`src/rtl/gpio_bank_pkg.sv`:
```
package gpio_bank_pkg;

  localparam int unsigned WORD_W = 32;

  localparam int unsigned OFS_LEVEL = 'h00;
  localparam int unsigned OFS_DIR   = 'h04;
  localparam int unsigned OFS_BLINK = 'h08;
  localparam int unsigned OFS_POL   = 'h0C;
  localparam int unsigned OFS_VIEW  = 'h10;

  localparam int unsigned NUM_RW = 4;

  typedef enum logic [2:0] {
    SEL_LEVEL = 3'd0,
    SEL_DIR   = 3'd1,
    SEL_BLINK = 3'd2,
    SEL_POL   = 3'd3,
    SEL_VIEW  = 3'd4,
    SEL_NONE  = 3'd7
  } reg_sel_e;

  function automatic logic [WORD_W-1:0] pin_mask(input int unsigned n);
    logic [WORD_W-1:0] m;
    m = '0;
    for (int unsigned b = 0; b < WORD_W; b++) begin
      if (b < n) m[b] = 1'b1;
    end
    return m;
  endfunction

endpackage

```
`src/rtl/gpio_in_sync.sv`:
```
module gpio_in_sync #(
  parameter int unsigned NUM_PINS = 32
) (
  input  logic                clk,
  input  logic                rst_n,
  input  logic [NUM_PINS-1:0] pad_in,
  output logic [NUM_PINS-1:0] pad_sync
);

  for (genvar i = 0; i < NUM_PINS; i++) begin : g_pin
    logic meta_q;
    logic stable_q;

    always_ff @(posedge clk or negedge rst_n) begin
      if (!rst_n) begin
        meta_q   <= 1'b0;
        stable_q <= 1'b0;
      end else begin
        meta_q   <= pad_in[i];
        stable_q <= meta_q;
      end
    end

    assign pad_sync[i] = stable_q;
  end

endmodule

```
`src/rtl/gpio_blink_gen.sv`:
```
module gpio_blink_gen #(
  parameter int unsigned BLINK_DIV = 1 << 20
) (
  input  logic clk,
  input  logic rst_n,
  output logic phase
);

  localparam int unsigned CNT_W = (BLINK_DIV > 1) ? $clog2(BLINK_DIV) : 1;
  localparam logic [CNT_W-1:0] LAST = CNT_W'(BLINK_DIV - 1);

  logic [CNT_W-1:0] cnt_q;
  logic             phase_q;
  logic             wrap;

  assign wrap = (cnt_q == LAST);

  always_ff @(posedge clk or negedge rst_n) begin
    if (!rst_n) begin
      cnt_q   <= '0;
      phase_q <= 1'b0;
    end else if (wrap) begin
      cnt_q   <= '0;
      phase_q <= ~phase_q;
    end else begin
      cnt_q   <= cnt_q + 1'b1;
    end
  end

  assign phase = phase_q;

endmodule

```
`src/rtl/gpio_bank_regs.sv`:
```
module gpio_bank_regs
  import gpio_bank_pkg::*;
#(
  parameter int unsigned NUM_PINS = 32,
  parameter int unsigned ADDR_W   = 8
) (
  input  logic                clk,
  input  logic                rst_n,
  input  logic                wr_en,
  input  logic                rd_en,
  input  logic [ADDR_W-1:0]   addr,
  input  logic [WORD_W-1:0]   wdata,
  input  logic [NUM_PINS-1:0] pad_sync,
  output logic [WORD_W-1:0]   rdata,
  output logic [NUM_PINS-1:0] level_bits,
  output logic [NUM_PINS-1:0] dir_bits,
  output logic [NUM_PINS-1:0] blink_bits,
  output logic [NUM_PINS-1:0] pol_bits
);

  localparam logic [WORD_W-1:0] MASK = pin_mask(NUM_PINS);

  reg_sel_e          sel;
  logic [WORD_W-1:0] rw_q [NUM_RW];
  logic [WORD_W-1:0] view_word;
  logic [WORD_W-1:0] rd_word;
  logic [WORD_W-1:0] rdata_q;

  always_comb begin
    if      (addr == ADDR_W'(OFS_LEVEL)) sel = SEL_LEVEL;
    else if (addr == ADDR_W'(OFS_DIR))   sel = SEL_DIR;
    else if (addr == ADDR_W'(OFS_BLINK)) sel = SEL_BLINK;
    else if (addr == ADDR_W'(OFS_POL))   sel = SEL_POL;
    else if (addr == ADDR_W'(OFS_VIEW))  sel = SEL_VIEW;
    else                                 sel = SEL_NONE;
  end

  for (genvar k = 0; k < NUM_RW; k++) begin : g_rw
    localparam logic [WORD_W-1:0] RST = (k == int'(SEL_DIR)) ? MASK : '0;
    logic hit;
    assign hit = wr_en && (sel == reg_sel_e'(k));

    always_ff @(posedge clk or negedge rst_n) begin
      if (!rst_n) begin
        rw_q[k] <= RST;
      end else if (hit) begin
        rw_q[k] <= wdata & MASK;
      end
    end
  end

  assign level_bits = rw_q[SEL_LEVEL][NUM_PINS-1:0];
  assign dir_bits   = rw_q[SEL_DIR][NUM_PINS-1:0];
  assign blink_bits = rw_q[SEL_BLINK][NUM_PINS-1:0];
  assign pol_bits   = rw_q[SEL_POL][NUM_PINS-1:0];

  assign view_word = (WORD_W'(pad_sync) ^ rw_q[SEL_POL]) & MASK;

  always_comb begin
    case (sel)
      SEL_LEVEL: rd_word = rw_q[SEL_LEVEL];
      SEL_DIR:   rd_word = rw_q[SEL_DIR];
      SEL_BLINK: rd_word = rw_q[SEL_BLINK];
      SEL_POL:   rd_word = rw_q[SEL_POL];
      SEL_VIEW:  rd_word = view_word;
      default:   rd_word = '0;
    endcase
  end

  always_ff @(posedge clk or negedge rst_n) begin
    if (!rst_n) begin
      rdata_q <= '0;
    end else if (rd_en) begin
      rdata_q <= rd_word;
    end
  end

  assign rdata = rdata_q;

endmodule

```
`src/rtl/gpio_bank.sv`:
```
module gpio_bank
  import gpio_bank_pkg::*;
#(
  parameter int unsigned NUM_PINS  = 32,
  parameter int unsigned ADDR_W    = 8,
  parameter int unsigned BLINK_DIV = 1 << 20
) (
  input  logic                clk,
  input  logic                rst_n,
  input  logic                wr_en,
  input  logic                rd_en,
  input  logic [ADDR_W-1:0]   addr,
  input  logic [31:0]         wdata,
  output logic [31:0]         rdata,
  input  logic [NUM_PINS-1:0] pin_in,
  output logic [NUM_PINS-1:0] pin_out,
  output logic [NUM_PINS-1:0] pin_oe
);

  logic [NUM_PINS-1:0] pad_sync;
  logic [NUM_PINS-1:0] out_q;
  logic [NUM_PINS-1:0] dir_q;
  logic [NUM_PINS-1:0] blink_q;
  logic [NUM_PINS-1:0] pol_q;
  logic                phase;

  gpio_in_sync #(.NUM_PINS(NUM_PINS)) u_sync (
    .clk      (clk),
    .rst_n    (rst_n),
    .pad_in   (pin_in),
    .pad_sync (pad_sync)
  );

  gpio_blink_gen #(.BLINK_DIV(BLINK_DIV)) u_blink (
    .clk   (clk),
    .rst_n (rst_n),
    .phase (phase)
  );

  gpio_bank_regs #(.NUM_PINS(NUM_PINS), .ADDR_W(ADDR_W)) u_regs (
    .clk        (clk),
    .rst_n      (rst_n),
    .wr_en      (wr_en),
    .rd_en      (rd_en),
    .addr       (addr),
    .wdata      (wdata),
    .pad_sync   (pad_sync),
    .rdata      (rdata),
    .level_bits (out_q),
    .dir_bits   (dir_q),
    .blink_bits (blink_q),
    .pol_bits   (pol_q)
  );

  for (genvar i = 0; i < NUM_PINS; i++) begin : g_drive
    assign pin_oe[i]  = ~dir_q[i];
    assign pin_out[i] = out_q[i] ^ (blink_q[i] & phase);
  end

endmodule

```
`config.mk`:
```
export PLATFORM = sky130hd
export DESIGN_NAME = gpio_bank
export DESIGN_NICKNAME = d
export VERILOG_FILES = /design/src/rtl/gpio_bank_pkg.sv /design/src/rtl/gpio_in_sync.sv /design/src/rtl/gpio_blink_gen.sv /design/src/rtl/gpio_bank_regs.sv /design/src/rtl/gpio_bank.sv
export SDC_FILE = /design/constraint.sdc
export NUM_CORES = 1
export LEC_CHECK = 0
export ABC_AREA = 1
export BUFFER_PORTS_ARGS = -buffer_cell sky130_fd_sc_hd__buf_4
export CORE_MARGIN = 2
export CORE_UTILIZATION = 40
export CTS_CLUSTER_DIAMETER = 40
export DETAILED_ROUTE_END_ITERATION = 16
export GPL_ROUTABILITY_DRIVEN = 0
export GPL_TIMING_DRIVEN = 0
export PLACE_DENSITY_LB_ADDON = 0.15
export SYNTH_ARGS = -nofsm -noshare
export SYNTH_HDL_FRONTEND = slang
export SYNTH_SLANG_ARGS = --single-unit
```
`constraint.sdc`:
```
create_clock -name clk -period 2.42 [get_ports clk]
set_input_delay 0.484 -clock clk [delete_from_list [all_inputs] [get_ports clk]]
set_output_delay 0.484 -clock clk [all_outputs]
set_load 0.01 [all_outputs]
```
==> impl_metrics.ini <==
[power]
ir_worst_vdd_v = 0.000457
powerDensity_nw_per_um2 = 765
static-leakage-power_nw = 7.11
total_power_mw = 10.7

[sta]
grt_setup_unrepaired = no
relSlewSlack = 0.430
final.setup.tns_ns = 0
setup-violations-final = 0
shortest_clock_period_the_worst_path_allows_after_layout_ns = 2.30
report.final.slew_viol_count = 0
tightestPinTransition_ns = 0.855
fmax_mhz = 435
final_min_period_over_clock_period = 0.950
clock_skew_ns = 0.0200
number_of_hold_violations_in_the_final_report = 0
hold_slack_ns = 0.0731
final_critical_path_setup_slack_ns = 0.120

[finish]
n_antenna_cell = 0
highest_count_cells_in_the_layout_ignoring_fill_and_taps = nand2_1 (282), dfrtp_1 (212), buf_4 (170), nand3_1 (165)
layout.nets = 1502
fillerInstances = 2521
combined_area_of_the_multi_input_logic_cells_sq_um = 4050
final-seq-area_sq_um = 6170
post_route_design_area_sq_um = 14000
fraction_of_final_layout_cells_with_drive_strength_greater_than_1 = 0.237
final_common_cell = nand2_1
area_delta_synth_final_pct = 28.2

[global_route]
grt_start_max_net_pins = 95
global_route_met2_utilization = 0.372
grt-busiest-layer = met2
groute.layer.met3.usage = 0.0463
initial_antenna_violation_count = 0
grt_pass1_wl_microns = 51500
vias_in_the_first_global_route = 8986
global_routing_usage_on_met1 = 0.328
gr-usage-all-layers = 0.235
grt_overflow_total = 0

[routing]
drt_iter0_drc = 699
finalWirelength_microns = 32800
route.detailed.wl_per_inst_microns = 18.3
detailedRoute.firstPassIterationCount = 6
drt.antenna.violating_nets = 0
vias = 8979
drc_errors = 0
avgViaCountPerCell = 5.01

[floorplan]
die_y_microns = 169
row_count = 60
die-area_sq_um = 28500
initial_core_utilization = 0.406
core_area_sq_um = 26800
ports = 172
floorplan.die.width_microns = 169

[clock_network]
clock_latency_ns = 0.51
cts_tree = yes
tritoncts_num_sinks = 245
cts_buffers = 37
clockBufferDepth = 3
clk_pin_slew_worst_paths_ns = 0.05
post-cts-setup-buffer-count = 0
cts-root-buf = clkbuf_16
htree_num_levels = 2

[logic_synthesis]
mappedNetlistArea_sq_um = 10900
ff_latch_count_synth = 245
synth.avg_cell_area_sq_um = 8.97
synth-main-ff-cell = dfrtp_1
fraction_of_synthesis_flops_using_an_asynchronous_set_or_reset_pin = 1.00
sequential_fraction_of_the_synthesis_area = 0.567
netlist_instances = 1213
synth-adder-area-share = 0.00115
postSynthNetCount = 1290
synth_area_in_xor_xnor = 0.0587
synth.mux.area_fraction = 0
yosys_warnings = 0
synth_top_family_by_area = simple AND/OR/NAND/NOR gates
synth-simple-area-share = 0.230
synth_compound_gate_area_share = 0.0814
yosys.cell_types.count = 25
number_of_enable_type_register_cells_in_the_synthesized_netlist = 0

[run_status]
run_status = finished clean

[critical_path]
critPathLaunch = u_blink.phase$_DFFE_PN0N_
worst-r2r-cell-count = 8
required_time_at_the_endpoint_of_the_critical_path_ns = 1.94
endpoint_kind = primary output
worstPathArrival_ns = 1.82
setup.reg_to_reg.worst_slack_ns = 0.45
crit_start_category = flip-flop
worstSetupPathType = flip-flop to primary output
worst_reg2reg_startpoint = u_blink.cnt_q[0]$_DFF_PN0_
worst_r2r_endpoint = u_blink.cnt_q[15]$_DFF_PN0_
worstPathMaxFanout = 10
critPathCapture = pin_out[2]

[placement]
dp.final_hpwl_microns = 22400
area_after_detailed_placement_sq_um = 12700
port_buffers = 171
place_worst_setup_slack_ns = 0.0300

[run]
max_cap_violations = 0

[min_path]
hold_path_class = input port to flip-flop
## Yosys cell counts, types with 3 or more instances
master,n,area share
a21oi_1,36,0.017
a21oi_2,28,0.023
buf_2,15,0.0069
buf_6,6,0.0062
clkbuf_1,43,0.015
dfrtp_1,213,0.49
dfstp_2,32,0.077
inv_1,97,0.033
nand2_1,282,0.097
nand2_2,3,0.0017
nand3_1,165,0.076
nand4_1,5,0.0029
nor2_1,97,0.033
nor2_2,11,0.0063
nor3_1,7,0.0032
nor4_4,3,0.0059
o21ai_0,77,0.035
o21ai_1,15,0.0069
xnor2_1,34,0.027
xor2_1,39,0.031
## logic make-up after synthesis
kind of cell / after synthesis
compound gates: 156
flops: 245
simple gates: 576
buf+inv: 162
fa+ha+maj: 1
xor+xnor: 73
## metrics by stage
step / cells / util
final: 1794 / 0.521
after global routing: 1794 / 0.521
after CTS: 1794 / 0.521
after detailed placement: 1727 / 0.472
after global placement: 1725 / 0.470
after floorplan: 1213 / -
## flip-flops by register name (all words and copies together) (netlist names)
register               cells
u_regs.blink_bits         32
u_regs.dir_bits           32
u_regs.level_bits         32
u_regs.pol_bits           32
u_regs.rdata              32
u_sync.g_pin.meta_q       32
u_sync.g_pin.stable_q     32
u_blink.cnt_q             20
u_blink.phase              1
## where the power goes
group | switching [mW] | internal, mW
Sequential | 0.160 | 4.35
Combinational | 0.448 | 0.326
Clock | 1.94 | 3.45
Total | 2.55 | 8.13
## layout make-up
class	instances	area share
inverter	98	0.0264
timing repair buffer	174	0.0972
clock buffer	46	0.0761
multi-input combinational	806	0.290
clock inverter	21	0.0152
buffer	63	0.0221
tap	341	0.0306
sequential	245	0.442
## routing by layer
| metal | vias to the layer above | part of all wire |
|---|---|---|
| li1 | 4319 | - |
| met1 | 4290 | 0.44 |
| met2 | 316 | 0.46 |
| met3 | 54 | 0.073 |
| met4 | 0 | 0.020 |
| met5 | - | 0 |
## critical path, cell delays in order, from the launching register on
cell	delay, ns
dfrtp_2	0.46
clkbuf_4	0.29
nand2_1	0.11
xnor2_2	0.26
buf_4	0.18
## how the worst min path moves through the flow
stage / startpoint / endpoint / slack (ns) / cells after the start
2_1_floorplan: rst_n / u_blink.cnt_q[0]$_DFF_PN0_ / 0.19 / 0
3_3_place_gp: u_sync.g_pin[14].meta_q$_DFF_PN0_ / u_sync.g_pin[14].stable_q$_DFF_PN0_ / 0.33 / 0
3_5_place_dp: u_sync.g_pin[13].meta_q$_DFF_PN0_ / u_sync.g_pin[13].stable_q$_DFF_PN0_ / 0.34 / 0
4_1_cts: pin_in[3] / u_sync.g_pin[3].meta_q$_DFF_PN0_ / 0.06 / 1
5_1_grt: pin_in[21] / u_sync.g_pin[21].meta_q$_DFF_PN0_ / 0.06 / 1
6_report: pin_in[3] / u_sync.g_pin[3].meta_q$_DFF_PN0_ / 0.07 / 1
## timing repair
action                                  4_1_cts  5_1_grt
hold buffers                                  1        0
resized for setup                             6        1
cloned                                        0        0
hold endpoints to repair                     64        0
endpoints found under the setup margin       28        3
Note: power is estimated with default switching activity, not from simulation.
